## src/rtl/baud_pkg.sv

```systemverilog
package baud_pkg;
  localparam int REG_W   = 32;
  localparam int CNT_W   = 12;
  localparam int PRE_W   = 4;
  localparam int SRC_W   = 2;
  localparam int NUM_EXT = 2;

  typedef struct packed {
    logic             rst;
    logic             en;
    logic [SRC_W-1:0] src;
    logic [CNT_W-1:0] cnt;
    logic             pre;
  } ctrl_t;

  localparam int CTRL_W = $bits(ctrl_t);

  // floor((n+1)/2): the counter value at which the square output goes high
  function automatic logic [CNT_W-1:0] half_of(input logic [CNT_W-1:0] n);
    logic [CNT_W:0] d;
    d = {1'b0, n} + 1'b1;
    return d[CNT_W:1];
  endfunction

  function automatic logic [REG_W-1:0] pack_ctrl(input ctrl_t c);
    return {{(REG_W-CTRL_W){1'b0}}, c};
  endfunction
endpackage

```

## src/rtl/baud_edge_sync.sv

```systemverilog
module baud_edge_sync (
  input  logic clk,
  input  logic rst_n,
  input  logic async_i,
  output logic rise_o
);
  logic [2:0] sh_q;

  always_ff @(posedge clk) begin
    if (!rst_n) sh_q <= '0;
    else        sh_q <= {sh_q[1:0], async_i};
  end

  assign rise_o = sh_q[1] & ~sh_q[2];

  p_single_pulse_r6: assert property (@(posedge clk) disable iff (!rst_n)
    rise_o |=> !rise_o);
endmodule

```

## src/rtl/baud_ctrl_reg.sv

```systemverilog
module baud_ctrl_reg
  import baud_pkg::*;
(
  input  logic             clk,
  input  logic             rst_n,
  input  logic             wr_en,
  input  logic [REG_W-1:0] wr_data,
  input  logic             cnt_wr_en,
  input  logic [CNT_W-1:0] cnt_wr_val,
  input  logic             rd_en,
  output logic [REG_W-1:0] rd_data,
  output ctrl_t            ctrl
);
  ctrl_t            ctrl_q;
  logic [REG_W-1:0] rd_q;
  logic             unused_hi;

  assign unused_hi = ^wr_data[REG_W-1:CTRL_W];

  always_ff @(posedge clk) begin
    if (!rst_n)         ctrl_q     <= '0;
    else if (wr_en)     ctrl_q     <= ctrl_t'(wr_data[CTRL_W-1:0]);
    else if (cnt_wr_en) ctrl_q.cnt <= cnt_wr_val;
  end

  always_ff @(posedge clk) begin
    if (!rst_n)     rd_q <= '0;
    else if (rd_en) rd_q <= pack_ctrl(ctrl_q);
  end

  assign rd_data = rd_q;
  assign ctrl    = ctrl_q;

  p_cnt_write_keeps_r3: assert property (@(posedge clk) disable iff (!rst_n)
    (cnt_wr_en && !wr_en) |=> (ctrl_q.cnt == $past(cnt_wr_val)) && $stable(ctrl_q.pre)
      && $stable(ctrl_q.src) && $stable(ctrl_q.en) && $stable(ctrl_q.rst));
endmodule

```

## src/rtl/baud_div_core.sv

```systemverilog
module baud_div_core
  import baud_pkg::*;
(
  input  logic             clk,
  input  logic             rst_n,
  input  logic             soft_rst,
  input  logic             en,
  input  logic             pre_on,
  input  logic [CNT_W-1:0] div_n,
  input  logic             src_edge,
  output logic             tick_o,
  output logic             clk_o
);
  logic [PRE_W-1:0] pre_q;
  logic [CNT_W-1:0] cnt_q;
  logic             run, pre_wrap, cnt_edge, at_term;

  assign run      = en & ~soft_rst;
  assign pre_wrap = &pre_q;
  assign cnt_edge = src_edge & (~pre_on | pre_wrap);
  assign at_term  = (cnt_q >= div_n);

  always_ff @(posedge clk) begin
    if (!rst_n || soft_rst) begin
      pre_q <= '0;
      cnt_q <= '0;
    end else if (run) begin
      if (src_edge && pre_on) pre_q <= pre_q + 1'b1;
      if (cnt_edge)           cnt_q <= at_term ? '0 : cnt_q + 1'b1;
    end
  end

  assign tick_o = run & cnt_edge & at_term;
  assign clk_o  = run & (cnt_q >= half_of(div_n));

  p_step_r4: assert property (@(posedge clk) disable iff (!rst_n)
    (run && cnt_edge && !at_term) |=> cnt_q == $past(cnt_q) + 1'b1);
  p_idle_r4: assert property (@(posedge clk) disable iff (!rst_n)
    (run && !cnt_edge) |=> $stable(cnt_q));
  p_wrap_r10: assert property (@(posedge clk) disable iff (!rst_n)
    (run && cnt_edge && at_term) |=> cnt_q == '0);
  p_clear_r8: assert property (@(posedge clk) disable iff (!rst_n)
    soft_rst |=> cnt_q == '0 && pre_q == '0);
  p_hold_r9: assert property (@(posedge clk) disable iff (!rst_n)
    (!en && !soft_rst) |=> $stable(cnt_q));
endmodule

```

## src/rtl/baud_clk_gen.sv

```systemverilog
module baud_clk_gen
  import baud_pkg::*;
(
  input  logic               clk,
  input  logic               rst_n,
  input  logic               wr_en,
  input  logic [REG_W-1:0]   wr_data,
  input  logic               cnt_wr_en,
  input  logic [CNT_W-1:0]   cnt_wr_val,
  input  logic               rd_en,
  output logic [REG_W-1:0]   rd_data,
  input  logic [NUM_EXT-1:0] ext_clk,
  output logic               tick_o,
  output logic               clk_o
);
  ctrl_t              ctrl;
  logic [NUM_EXT-1:0] ext_rise;
  logic               src_edge;

  baud_ctrl_reg u_reg (
    .clk(clk), .rst_n(rst_n), .wr_en(wr_en), .wr_data(wr_data),
    .cnt_wr_en(cnt_wr_en), .cnt_wr_val(cnt_wr_val),
    .rd_en(rd_en), .rd_data(rd_data), .ctrl(ctrl)
  );

  for (genvar g = 0; g < NUM_EXT; g++) begin : g_ext
    baud_edge_sync u_sync (
      .clk(clk), .rst_n(rst_n), .async_i(ext_clk[g]), .rise_o(ext_rise[g])
    );
  end

  // code k+1 selects pin k; every other code counts the system clock
  always_comb begin
    src_edge = 1'b1;
    for (int k = 0; k < NUM_EXT; k++)
      if (ctrl.src == SRC_W'(k + 1)) src_edge = ext_rise[k];
  end

  baud_div_core u_core (
    .clk(clk), .rst_n(rst_n), .soft_rst(ctrl.rst), .en(ctrl.en),
    .pre_on(ctrl.pre), .div_n(ctrl.cnt), .src_edge(src_edge),
    .tick_o(tick_o), .clk_o(clk_o)
  );
endmodule

```

## config.mk

```make
export PLATFORM = sky130hd
export DESIGN_NAME = baud_clk_gen
export DESIGN_NICKNAME = d
export VERILOG_FILES = /design/src/rtl/baud_pkg.sv /design/src/rtl/baud_edge_sync.sv /design/src/rtl/baud_ctrl_reg.sv /design/src/rtl/baud_div_core.sv /design/src/rtl/baud_clk_gen.sv
export SDC_FILE = /design/constraint.sdc
export NUM_CORES = 1
export LEC_CHECK = 0
export ABC_AREA = 1
export BUFFER_PORTS_ARGS = -buffer_cell sky130_fd_sc_hd__buf_2
export CORE_AREA = 2 2 120 122
export CTS_BUF_LIST = sky130_fd_sc_hd__clkbuf_16
export DETAILED_ROUTE_END_ITERATION = 7
export DIE_AREA = 0 0 122 124
export GPL_ROUTABILITY_DRIVEN = 0
export MAX_ROUTING_LAYER = met4
export PLACE_DENSITY = 0.44
export SLEW_MARGIN = 20
export SYNTH_ARGS = -nofsm -noshare
export SYNTH_HDL_FRONTEND = slang
export SYNTH_SLANG_ARGS = --single-unit
```

## constraint.sdc

```tcl
create_clock -name clk -period 3.8 [get_ports clk]
set_clock_uncertainty 0.2 [all_clocks]
set_input_delay 0.76 -clock clk [delete_from_list [all_inputs] [get_ports clk]]
set_output_delay 0.76 -clock clk [all_outputs]
set_load 0.01 [all_outputs]
```

# After elaboration in Yosys (flattened, before gate mapping)
# Cells that the tools add are included.
dict set report word_totals {
  reg_bits 56
  input_bits 51
  word_cells 41
}
dict set report op_classes {
  n_addsub 3
  magnitude_cmp 2
  eq_ne 2
  muxes 5
  n_bitwise 12
  n_reduce_logical 7
}
# operator n
set op_table {}
lappend op_table {{2-to-1 mux 12 bit} 3}
lappend op_table {{>= comparator 12 bit} 2}
lappend op_table {{adder 12 x 1 -> 13 bit, second input constant} 1}
lappend op_table {{adder 12 x 1 -> 12 bit, second input constant} 1}
lappend op_table {{AND 1 bit} 7}
lappend op_table {{adder 4 x 1 -> 4 bit, second input constant} 1}
lappend op_table {{inverter 1 bit} 4}
lappend op_table {{AND reduction 2 bit} 2}
lappend op_table {{AND reduction 4 bit} 1}
lappend op_table {{== test 2 x 1 -> 1 bit, second input constant} 1}
lappend op_table {{== test 2 bit, second input constant} 1}
lappend op_table {{2-to-1 mux 1 bit} 2}
lappend op_table {{nonzero test 2 bit} 1}
lappend op_table {{logical AND 1 bit} 1}
lappend op_table {{logical NOT 1 bit} 1}
lappend op_table {{logical OR 1 bit} 1}
lappend op_table {{bitwise OR 1 bit} 1}

# Longest topological paths before layout
# Gate-level depths: netlist of run 1.
dict set report logic_depth {
  ltp_word 7
  depth_mapped 15
}

# Cells and area by module
# From an unflattened synthesis of run 1, not the netlist that was laid out.
dict set report hier_totals {
  cells_unflattened 486
  hier_area_um2 3389.5
}
# module instances cells_each area_each_um2 seq_area_each_um2
set modules_own_cells {}
lappend modules_own_cells {baud_div_core 1 256 1710.4 320.3}
lappend modules_own_cells {baud_ctrl_reg 1 202 1470.2 680.7}
lappend modules_own_cells {baud_edge_sync 2 11 92.6 60.1}
lappend modules_own_cells {baud_clk_gen 1 6 23.8 0.0}

# Worst setup path after synthesis of run 1
# No wires, ideal clock.
dict set report synth_path {
  path_kind {register to output}
  start {register u_reg.ctrl_q, in the netlist u_reg.ctrl[1]}
  end {output clk_o}
  t_arrival_ps 1859
  required_time_ps 2840
  setup_slack_ps 981
  stages_incl_launch_ff 15
  cell_sequence {dfxtp_1 -> ha_1 -> nand2_1 -> nor2_1 -> nand3_1 -> nor2_1 -> nand4_1 -> ha_1 -> nand2_1 -> nor2_1 -> and2_1 -> nand2_1 -> nand4_1 -> nand2_1 -> inv_1}
}
dict set report synth_via {
  elab_chain_cells 3
}
# element line
set synth_rtl {}
lappend synth_rtl {{start: declaration} baud_ctrl_reg.sv:14} ;# ctrl_t ctrl_q;
lappend synth_rtl {{start signal: assignment} baud_ctrl_reg.sv:22} ;# else if (wr_en) ctrl_q <= ctrl_t'(wr_data[CTRL_W-1:0]);
lappend synth_rtl {{adder 12 x 1 -> 13 bit} baud_pkg.sv:21} ;# d = {1'b0, n} + 1'b1;
lappend synth_rtl {{>= comparator 12 bit} baud_div_core.sv:34} ;# assign clk_o = run & (cnt_q >= half_of(div_n));
lappend synth_rtl {{AND 1 bit} baud_div_core.sv:34}
lappend synth_rtl {{end: declaration} baud_clk_gen.sv:14} ;# output logic clk_o
# Every way passes these cells.

# Worst setup path after layout of run 1
# Same ends and word-level chain as after synthesis.

==> impl_metrics.env, run 1 <==
export IMPL_grt_pass1_wl_microns=13320
export IMPL_h_tree_depth=2
export IMPL_ant_nets=0
export IMPL_clock_sinks=56
export IMPL_detail_route_vias_per_cell=4.177
export IMPL_synth_ff_type="dfxtp_1"
export IMPL_synthTopCellsByArea="dfxtp_1, nand2_1, ha_1"
export IMPL_setup_slack_ns=0.2759
export IMPL_cts_tree="done"
export IMPL_dp_hpwl_microns=6261
export IMPL_antenna_found_initial=0
export IMPL_layout_common_cells="nand2_1, inv_1, dfxtp_1"
export IMPL_grt_ovfl_total=0
export IMPL_worstMarginPinSlew_ns=0.5225
export IMPL_crit_arrival_ns=2.56
export IMPL_port_buffer_count=54
export IMPL_async_flop_share=0
export IMPL_critPathMaxFanout=6
export IMPL_synthDistinctLibCells=30
export IMPL_synth_area_sq_um=3379
export IMPL_drc=0
export IMPL_die_w_microns=122
export IMPL_min_from="g_ext[0].u_sync.sh_q[0]$_SDFF_PN0_"
export IMPL_diodes=0
export IMPL_final_period_utilization=0.9274
export IMPL_die_h_microns=124
export IMPL_initial_core_util=0.2463
export IMPL_p_sw_w=0.0003880
export IMPL_path_class="register to output pin"
export IMPL_synth_seq_cells=56
export IMPL_cts_resized=0
export IMPL_maxCapViolations=0
export IMPL_cts_root_buf="clkbuf_16"
export IMPL_placed_cells_incl_taps=711
export IMPL_num_rows=43
export IMPL_preCtsSetupSlack_ns=0.5575
export IMPL_setup_tns_ns=0
export IMPL_grt_usage=0.1131
export IMPL_timing_fmax_mhz=283.8
export IMPL_grt_max_degree=35
export IMPL_cts_setup_buffers=0
export IMPL_yosysSeqAreaShare=0.3317
export IMPL_path_clk_slew_ns=0.08
export IMPL_syn_inst=491
export IMPL_grt_pass1_vias=2783
export IMPL_clockPowerShare=0.378
export IMPL_vias=3003
export IMPL_syn_area_per_cell_sq_um=6.883
export IMPL_dr_pass1_iters=4
export IMPL_fin_cells=719
export IMPL_synth_edf_count=0
export IMPL_area_growth_pct=15.73
export IMPL_io_pins=85
export IMPL_start_kind="register"
export IMPL_seqPwrFrac=0.479
export IMPL_final_common_cell="nand2_1"
export IMPL_status="complete, no violations"
export IMPL_slew_headroom=0.6517
export IMPL_p_per_area_nw_per_um2=338.6
export IMPL_swShare=0.2929
export IMPL_drt_wl_total_microns=8025
export IMPL_yosysTopAreaCellShare=0.3317
export IMPL_p_int_w=0.0009365
export IMPL_drt_wirelength_per_cell_microns=11.16
export IMPL_clk_latency_ns=0.30
export IMPL_core_sq_um=13720
export IMPL_drt_iter0_markers=66
export IMPL_pwr_share_comb=0.142
export IMPL_nNetsFinal=617
export IMPL_ys_warn_count=0
export IMPL_hold_viol_final=0
export IMPL_dieArea_sq_um=15130
export IMPL_leakagePower_nw=1.902
export IMPL_r2r_start="u_reg.ctrl[10]$_SDFFE_PN0P_"
export IMPL_ir_drop_v=0.0001689
export IMPL_crit_path_end_kind="output pin"
export IMPL_rsz0062_at_grt="false"
export IMPL_holdBufCountCts=0
export IMPL_min_period_ns=3.524
export IMPL_drv_slew=0
export IMPL_yosys_area_top_type="dfxtp_1"
export IMPL_setup_viol_count_final=0
export IMPL_cts_inserted_buffers=5
export IMPL_critPathLaunch="u_reg.ctrl[1]$_SDFFE_PN0P_"
export IMPL_drive_gt1_frac=0.1373
export IMPL_cp_data_required_time_ns=2.84
export IMPL_clk_path_buf_depth=2
export IMPL_hold_path_class="register to register"
==> critical path: stages (launching register included) <==
cell	delay, ns
dfxtp_1	0.44
ha_1	0.22
nand2_1	0.09
nor2_1	0.09
nand3_1	0.12
nor2_1	0.11
nand4_1	0.10
ha_1	0.31
nand2_1	0.07
nor2_1	0.17
and2_1	0.15
nand2_1	0.05
nand4_1	0.10
nand2_1	0.06
inv_1	0.05
buf_2	0.12
==> routing by layer <==
layer,GRT usage,part of all wire,vias up
li1,-,-,1619
met1,0.1430,0.50,1316
met2,0.1851,0.45,59
met3,0.01740,0.031,9
met4,0.03807,0.017,0
met5,-,0,-
==> cell type report <==
class                           instances  area (sq um)
Fill cell                            1541          9808
Multi-Input combinational cell        336          1810
Sequential cell                        56          1121
Inverter                               84         317.8
Timing Repair Buffer                   55         277.8
Tap cell                              180         225.2
Clock buffer                            5         125.1
Clock inverter                          3         33.78
==> worst paths after layout <==
path	end	slack, ns	cells after the start
setup / recovery	clk_o	0.28	15
hold / removal	g_ext[0].u_sync.sh_q[1]$_SDFF_PN0_	0.22	2
setup reg to reg	u_core.cnt_q[11]$_SDFFE_PP0P_	1.62	11
hold reg to reg	g_ext[0].u_sync.sh_q[1]$_SDFF_PN0_	0.22	2
==> metrics by stage <==
stage	util	cell area (sq um)	power [W]	hold slack, ns
floorplan	-	3432	0.0007855	0.1905
global placement	0.2735	3752	0.0008363	0.1941
detailed placement	0.2735	3752	0.0008398	0.2039
CTS	0.2851	3911	0.001343	0.2239
global route	0.2851	3911	0.001397	0.2362
finish	0.2851	3911	0.001324	0.2192
==> sequential cells by signal (all words and copies together), names as in the netlist <==
name	flops
u_reg.ctrl	17
u_reg.rd_data	17
u_core.cnt_q	12
g_ext.u_sync.sh_q	6
u_core.pre_q	4
==> power groups by stage <==
stage | Combinational, W | Clock, W | Sequential, W
2_1_floorplan | 0.000135 | 0 | 0.000651
3_3_place_gp | 0.000187 | 0 | 0.000649
3_5_place_dp | 0.000191 | 0 | 0.000649
4_1_cts | 0.000192 | 0.000515 | 0.000636
5_1_grt | 0.000215 | 0.000542 | 0.000640
6_report | 0.000188 | 0.000501 | 0.000635
==> synthesized netlist by cell type, types with 2 or more instances <==
cell        n
a21oi_1    32
nor2_1     43
dfxtp_1    56
nand3_2     3
o21ai_0    36
buf_2       2
nand4_1    10
o211ai_1    7
inv_1      82
nand2_1   107
nand2_4     2
nor3_1      5
clkbuf_1   10
ha_1       28
xor2_1      9
buf_4      16
nand3_1    30
==> logic make-up after synthesis <==
family / Yosys count / synth area share
AND/OR/NAND/NOR: 206 / 0.2695
other: 1 / 0.001110
buffers and inverters: 113 / 0.1481
adder cells (fa/ha/maj): 28 / 0.1037
flip-flops: 56 / 0.3317
XOR/XNOR: 10 / 0.02592
AO/OA/AOI/OAI: 77 / 0.1200
Power figures use the tool's default switching activity.
==> inputs of run 2 (changes only) <==
--- a/config.mk
+++ b/config.mk
@@ -7,13 +7,13 @@
 export LEC_CHECK = 0
 export ABC_AREA = 1
 export BUFFER_PORTS_ARGS = -buffer_cell sky130_fd_sc_hd__buf_2
-export CORE_AREA = 2 2 120 122
+export CORE_AREA = 2 2 63 109
 export CTS_BUF_LIST = sky130_fd_sc_hd__clkbuf_16
 export DETAILED_ROUTE_END_ITERATION = 7
-export DIE_AREA = 0 0 122 124
+export DIE_AREA = 0 0 65 111
 export GPL_ROUTABILITY_DRIVEN = 0
 export MAX_ROUTING_LAYER = met4
-export PLACE_DENSITY = 0.44
+export PLACE_DENSITY = 0.81
 export SLEW_MARGIN = 20
 export SYNTH_ARGS = -nofsm -noshare
 export SYNTH_HDL_FRONTEND = slang
==> impl_metrics.env, run 2 (synthesized netlist as in run 1, its figures left out) <==
export IMPL_status="complete, no violations"
export IMPL_cts_setup_buffers=0
export IMPL_drt_wl_total_microns=7387
export IMPL_cts_root_buf="clkbuf_16"
export IMPL_initial_core_util=0.5287
export IMPL_crit_path_end_kind="output pin"
export IMPL_maxCapViolations=0
export IMPL_area_growth_pct=11.92
export IMPL_nNetsFinal=616
export IMPL_ant_nets=0
export IMPL_io_pins=85
export IMPL_crit_arrival_ns=2.53
export IMPL_slew_headroom=0.6212
export IMPL_setup_viol_count_final=0
export IMPL_drv_slew=0
export IMPL_clk_path_buf_depth=2
export IMPL_min_period_ns=3.491
export IMPL_cp_slowest_stage_delay_ns=0.41
export IMPL_placed_cell_area_sq_um=3622
export IMPL_layout_common_cells="nand2_1, inv_1, dfxtp_1"
export IMPL_crit_chain="ha_1 > nand2_1 > nor2_1 > nand3_1 > nor2_1 > nand4_1 > ha_1 > nand2_1 > nor2_1 > and2_1 > nand2_1 > nand4_1 > nand2_1 > inv_1 > buf_2"
export IMPL_setup_tns_ns=0
export IMPL_num_rows=39
export IMPL_worstMarginPinSlew_ns=0.5683
export IMPL_clk_latency_ns=0.31
export IMPL_final_common_cell="nand2_1"
export IMPL_cp_common_cell="nand2_1"
export IMPL_drt_iter0_markers=65
export IMPL_start_kind="register"
export IMPL_die_h_microns=111
export IMPL_p_per_area_nw_per_um2=347.7
export IMPL_dr_pass1_iters=4
export IMPL_antenna_found_initial=0
export IMPL_num_fill_cells=584
export IMPL_hold_viol_final=0
export IMPL_path_class="register to output pin"
export IMPL_cp_data_required_time_ns=2.84
export IMPL_hold_path_class="register to register"
export IMPL_ir_drop_v=0.0003549
export IMPL_cts_inserted_buffers=5
export IMPL_grt_usage=0.2278
export IMPL_grt_pass1_vias=3097
export IMPL_drt_wirelength_per_cell_microns=11.91
export IMPL_h_tree_depth=2
export IMPL_drive_gt1_frac=0.1375
export IMPL_rsz0062_at_grt="false"
export IMPL_die_w_microns=65
export IMPL_critPathTopFamily="simple AND/OR/NAND/NOR gates"
export IMPL_final_util=0.5917
export IMPL_clock_sinks=56
export IMPL_timing_fmax_mhz=286.4
export IMPL_path_clk_slew_ns=0.08
export IMPL_detail_route_vias_per_cell=5.048
export IMPL_core_sq_um=6392
export IMPL_grt_pass1_wl_microns=12720
export IMPL_vias=3130
export IMPL_leakagePower_nw=1.897
export IMPL_grt_max_degree=42
export IMPL_critical_path_n_buffers_inverters=2
export IMPL_cts_tree="done"
export IMPL_dp_hpwl_microns=5648
export IMPL_fin_area_sq_um=3782
export IMPL_dieArea_sq_um=7215
export IMPL_diodes=0
export IMPL_final_period_utilization=0.9187
export IMPL_port_buffer_count=54
export IMPL_drc=0
export IMPL_critPathMaxFanout=5
export IMPL_slowest_stage="dfxtp_1"
export IMPL_holdBufCountCts=0
export IMPL_grt_ovfl_total=0
run 2: changes by cell type in the layout (fill, tap and decap cells not counted), sizes merged:
cell,previous run,this run
buf,55,54
run 2: tightest hold or removal path: stages, from the launching register on:
cell and delay, ns:
dfxtp_1 0.31, nand2_1 0.05, inv_1 0.04
run 2: per-stage QoR:
step | worst slack [ns] | total power [W] | hold slack [ns] | std cells
final | 0.3089 | 0.001315 | 0.2153 | 620
after detailed placement | 0.5521 | 0.0008338 | 0.2027 | 612
after global routing | 0.006819 | 0.001374 | 0.2368 | 620
after global placement | 0.6340 | 0.0008262 | 0.2051 | 612
after floorplan | 0.9812 | 0.0007855 | 0.1905 | 505
after CTS | 0.2100 | 0.001323 | 0.2209 | 620
run 2: area by class of cell:
| cell class | instances | area, sq um | area share |
|---|---|---|---|
| repair buffers | 54 | 270.3 | 0.07145 |
| clock buffers | 5 | 125.1 | 0.03308 |
| well taps | 82 | 102.6 | 0.02713 |
| inverters | 84 | 317.8 | 0.08402 |
| clock inverters | 3 | 33.78 | 0.008932 |
| flip-flops and latches | 56 | 1122 | 0.2967 |
| multi-input cells | 336 | 1810 | 0.4787 |
run 2: routing by layer:
metal | GRT usage | routed length, microns | vias up
met5 | - | 0 | -
met4 | 0.1447 | 297 | 0
met3 | 0.04264 | 274 | 21
met2 | 0.4082 | 3895 | 82
met1 | 0.2139 | 2920 | 1411
li1 | - | - | 1616
run 2: report_power, final:
group	switching, W	internal, W
Clock	0.000240	0.000254
Combinational	0.000119	0.0000673
Sequential	0.0000211	0.000614
Total	0.000380	0.000936
run 2: path summary, 6_finish.rpt:
| check | from | end | slack [ns] | depth (start not counted) |
|---|---|---|---|---|
| setup reg to reg | u_reg.ctrl[9]$_SDFFE_PN0P_ | u_core.cnt_q[11]$_SDFFE_PP0P_ | 1.65 | 11 |
| hold reg to reg | g_ext[0].u_sync.sh_q[0]$_SDFF_PN0_ | g_ext[0].u_sync.sh_q[1]$_SDFF_PN0_ | 0.22 | 2 |
| setup / recovery | u_reg.ctrl[2]$_SDFFE_PN0P_ | clk_o | 0.31 | 15 |
| hold / removal | g_ext[0].u_sync.sh_q[0]$_SDFF_PN0_ | g_ext[0].u_sync.sh_q[1]$_SDFF_PN0_ | 0.22 | 2 |
run 2: timing repair:
item                                   4_1_cts  5_1_grt
setup endpoints to repair                    0        1
resized for setup                            0        1
endpoints found under the hold margin        0        0
==> inputs of run 3 (changes only) <==
--- a/config.mk
+++ b/config.mk
@@ -13,7 +13,7 @@
 export DIE_AREA = 0 0 65 111
 export GPL_ROUTABILITY_DRIVEN = 0
 export MAX_ROUTING_LAYER = met4
-export PLACE_DENSITY = 0.81
+export PLACE_DENSITY_LB_ADDON = 0.2
 export SLEW_MARGIN = 20
 export SYNTH_ARGS = -nofsm -noshare
 export SYNTH_HDL_FRONTEND = slang
==> impl_metrics.env, run 3 (synthesized netlist as in run 1, its figures left out) <==
export IMPL_status="complete, no violations"
export IMPL_num_rows=39
export IMPL_clk_latency_ns=0.30
export IMPL_path_clk_slew_ns=0.08
export IMPL_crit_arrival_ns=2.51
export IMPL_setup_tns_ns=0
export IMPL_die_h_microns=111
export IMPL_reg2reg_depth=11
export IMPL_clock_sinks=56
export IMPL_grt_max_degree=42
export IMPL_hold_depth=2
export IMPL_slew_headroom=0.6010
export IMPL_total_power_w=0.001295
export IMPL_hold_path_class="register to register"
export IMPL_reg2reg_to="u_core.cnt_q[0]$_SDFFE_PP0P_"
export IMPL_path_class="register to output pin"
export IMPL_cts_root_buf="clkbuf_16"
export IMPL_layout_common_cells="nand2_1, inv_1, dfxtp_1"
export IMPL_grt_pass1_wl_microns=12540
export IMPL_slowest_stage="dfxtp_1"
export IMPL_cp_data_required_time_ns=2.84
export IMPL_ir_drop_v=0.0003905
export IMPL_critical_path_n_buffers_inverters=2
export IMPL_drt_wirelength_per_cell_microns=11.45
export IMPL_ff2ff_setup_slack_ns=1.57
export IMPL_detail_route_vias_per_cell=4.895
export IMPL_final_period_utilization=0.9144
export IMPL_worstHoldEndpoint="g_ext[1].u_sync.sh_q[1]$_SDFF_PN0_"
export IMPL_clk_path_buf_depth=2
export IMPL_ant_nets=0
export IMPL_grt_usage=0.2254
export IMPL_r2r_start="u_reg.ctrl[10]$_SDFFE_PN0P_"
export IMPL_min_from="g_ext[1].u_sync.sh_q[0]$_SDFF_PN0_"
export IMPL_io_pins=85
export IMPL_min_period_ns=3.475
export IMPL_grt_pass1_vias=2967
export IMPL_drv_slew=0
export IMPL_worstMarginPinSlew_ns=0.5939
export IMPL_die_w_microns=65
export IMPL_antenna_found_initial=0
export IMPL_vias=3035
export IMPL_drc=0
export IMPL_regArea_sq_um=1122
export IMPL_area_growth_pct=11.70
export IMPL_grt_ovfl_total=0
export IMPL_crit_chain="ha_1 > nand2_1 > nor2_1 > nand3_1 > nor2_1 > nand4_1 > ha_1 > nand2_1 > nor2_1 > and2_1 > nand2_1 > nand4_1 > nand2_1 > inv_1 > buf_2"
export IMPL_num_fill_cells=645
export IMPL_h_tree_depth=2
export IMPL_final_common_cell="nand2_1"
export IMPL_drt_iter0_markers=129
export IMPL_rsz0062_at_grt="false"
export IMPL_hold_viol_final=0
export IMPL_core_sq_um=6392
export IMPL_critPathMaxFanout=5
export IMPL_cts_setup_buffers=0
export IMPL_diodes=0
export IMPL_maxCapViolations=0
export IMPL_start_kind="register"
export IMPL_initial_core_util=0.5287
export IMPL_timing_fmax_mhz=287.8
export IMPL_p_per_area_nw_per_um2=343.1
export IMPL_dr_pass1_iters=4
export IMPL_cts_tree="done"
export IMPL_cts_inserted_buffers=5
export IMPL_port_buffer_count=54
export IMPL_critPathTopFamily="simple AND/OR/NAND/NOR gates"
export IMPL_multi_input_area_sq_um=1810
export IMPL_cp_common_cell="nand2_1"
export IMPL_crit_path_end_kind="output pin"
export IMPL_dieArea_sq_um=7215
export IMPL_cp_slowest_stage_delay_ns=0.40
export IMPL_setup_viol_count_final=0
export IMPL_drive_gt1_frac=0.1375
export IMPL_holdBufCountCts=0
export IMPL_leakagePower_nw=1.888
export IMPL_nNetsFinal=616
export IMPL_drt_wl_total_microns=7097
export IMPL_dp_hpwl_microns=5514
## run 3: cell count changes in the layout (fill, tap and decap cells not counted)
cell / before / now
clkinvlp_4: 0 / 2
inv_8: 0 / 1
inv_6: 1 / 0
clkinv_4: 1 / 0
clkinv_8: 1 / 0
## run 3: worst max path at each step
| stage | depth (start not counted) | to | start |
|---|---|---|---|
| after floorplan | 14 | clk_o | u_reg.ctrl[1]$_SDFFE_PN0P_ |
| after CTS | 15 | clk_o | u_reg.ctrl[1]$_SDFFE_PN0P_ |
| final | 15 | clk_o | u_reg.ctrl[2]$_SDFFE_PN0P_ |
| after global routing | 15 | clk_o | u_reg.ctrl[2]$_SDFFE_PN0P_ |
| after detailed placement | 15 | clk_o | u_reg.ctrl[1]$_SDFFE_PN0P_ |
| after global placement | 15 | clk_o | u_reg.ctrl[1]$_SDFFE_PN0P_ |
## run 3: per-stage QoR
| step | area [sq um] | utilization | worst slack (ns) | hold WS (ns) | instances |
|---|---|---|---|---|---|
| floorplan | 3432 | - | 0.9812 | 0.1905 | 505 |
| global placement | 3622 | 0.5666 | 0.6183 | 0.1938 | 612 |
| detailed placement | 3622 | 0.5666 | 0.5632 | 0.1982 | 612 |
| CTS | 3774 | 0.5903 | 0.2256 | 0.2163 | 620 |
| global route | 3775 | 0.5905 | 0.001058 | 0.2502 | 620 |
| finish | 3775 | 0.5905 | 0.3252 | 0.2142 | 620 |
## run 3: power breakdown
part           switching (W)  internal [W]
registers          0.0000205      0.000614
clock network       0.000228      0.000249
logic               0.000117     0.0000670
## run 3: repair_timing
item,4_1_cts,5_1_grt
resized for setup,0,1
endpoints found under the setup margin,0,1
hold endpoints to repair,0,0
## run 3: cell type report
type	count	share of cell area
inverters	84	0.08419
clock buffers	5	0.03315
repair buffers	54	0.07159
flip-flops and latches	56	0.2973
clock inverters	3	0.006961
well taps	82	0.02718
multi-input cells	336	0.4796
## run 3: routing by layer
| metal | vias up | track usage | wire [microns] |
|---|---|---|---|
| met3 | 12 | 0.03147 | 232 |
| met1 | 1349 | 0.2337 | 2883 |
| met4 | 0 | 0.1021 | 231 |
| met5 | - | - | 0 |
| met2 | 61 | 0.4076 | 3749 |
| li1 | 1613 | - | - |
## run 3: worst min-delay path: cells and delay by family (launching register included)
family	cells	cell delay, ns
DFF	1	0.31
and+or+nand+nor	1	0.04
buffers and inverters	1	0.04
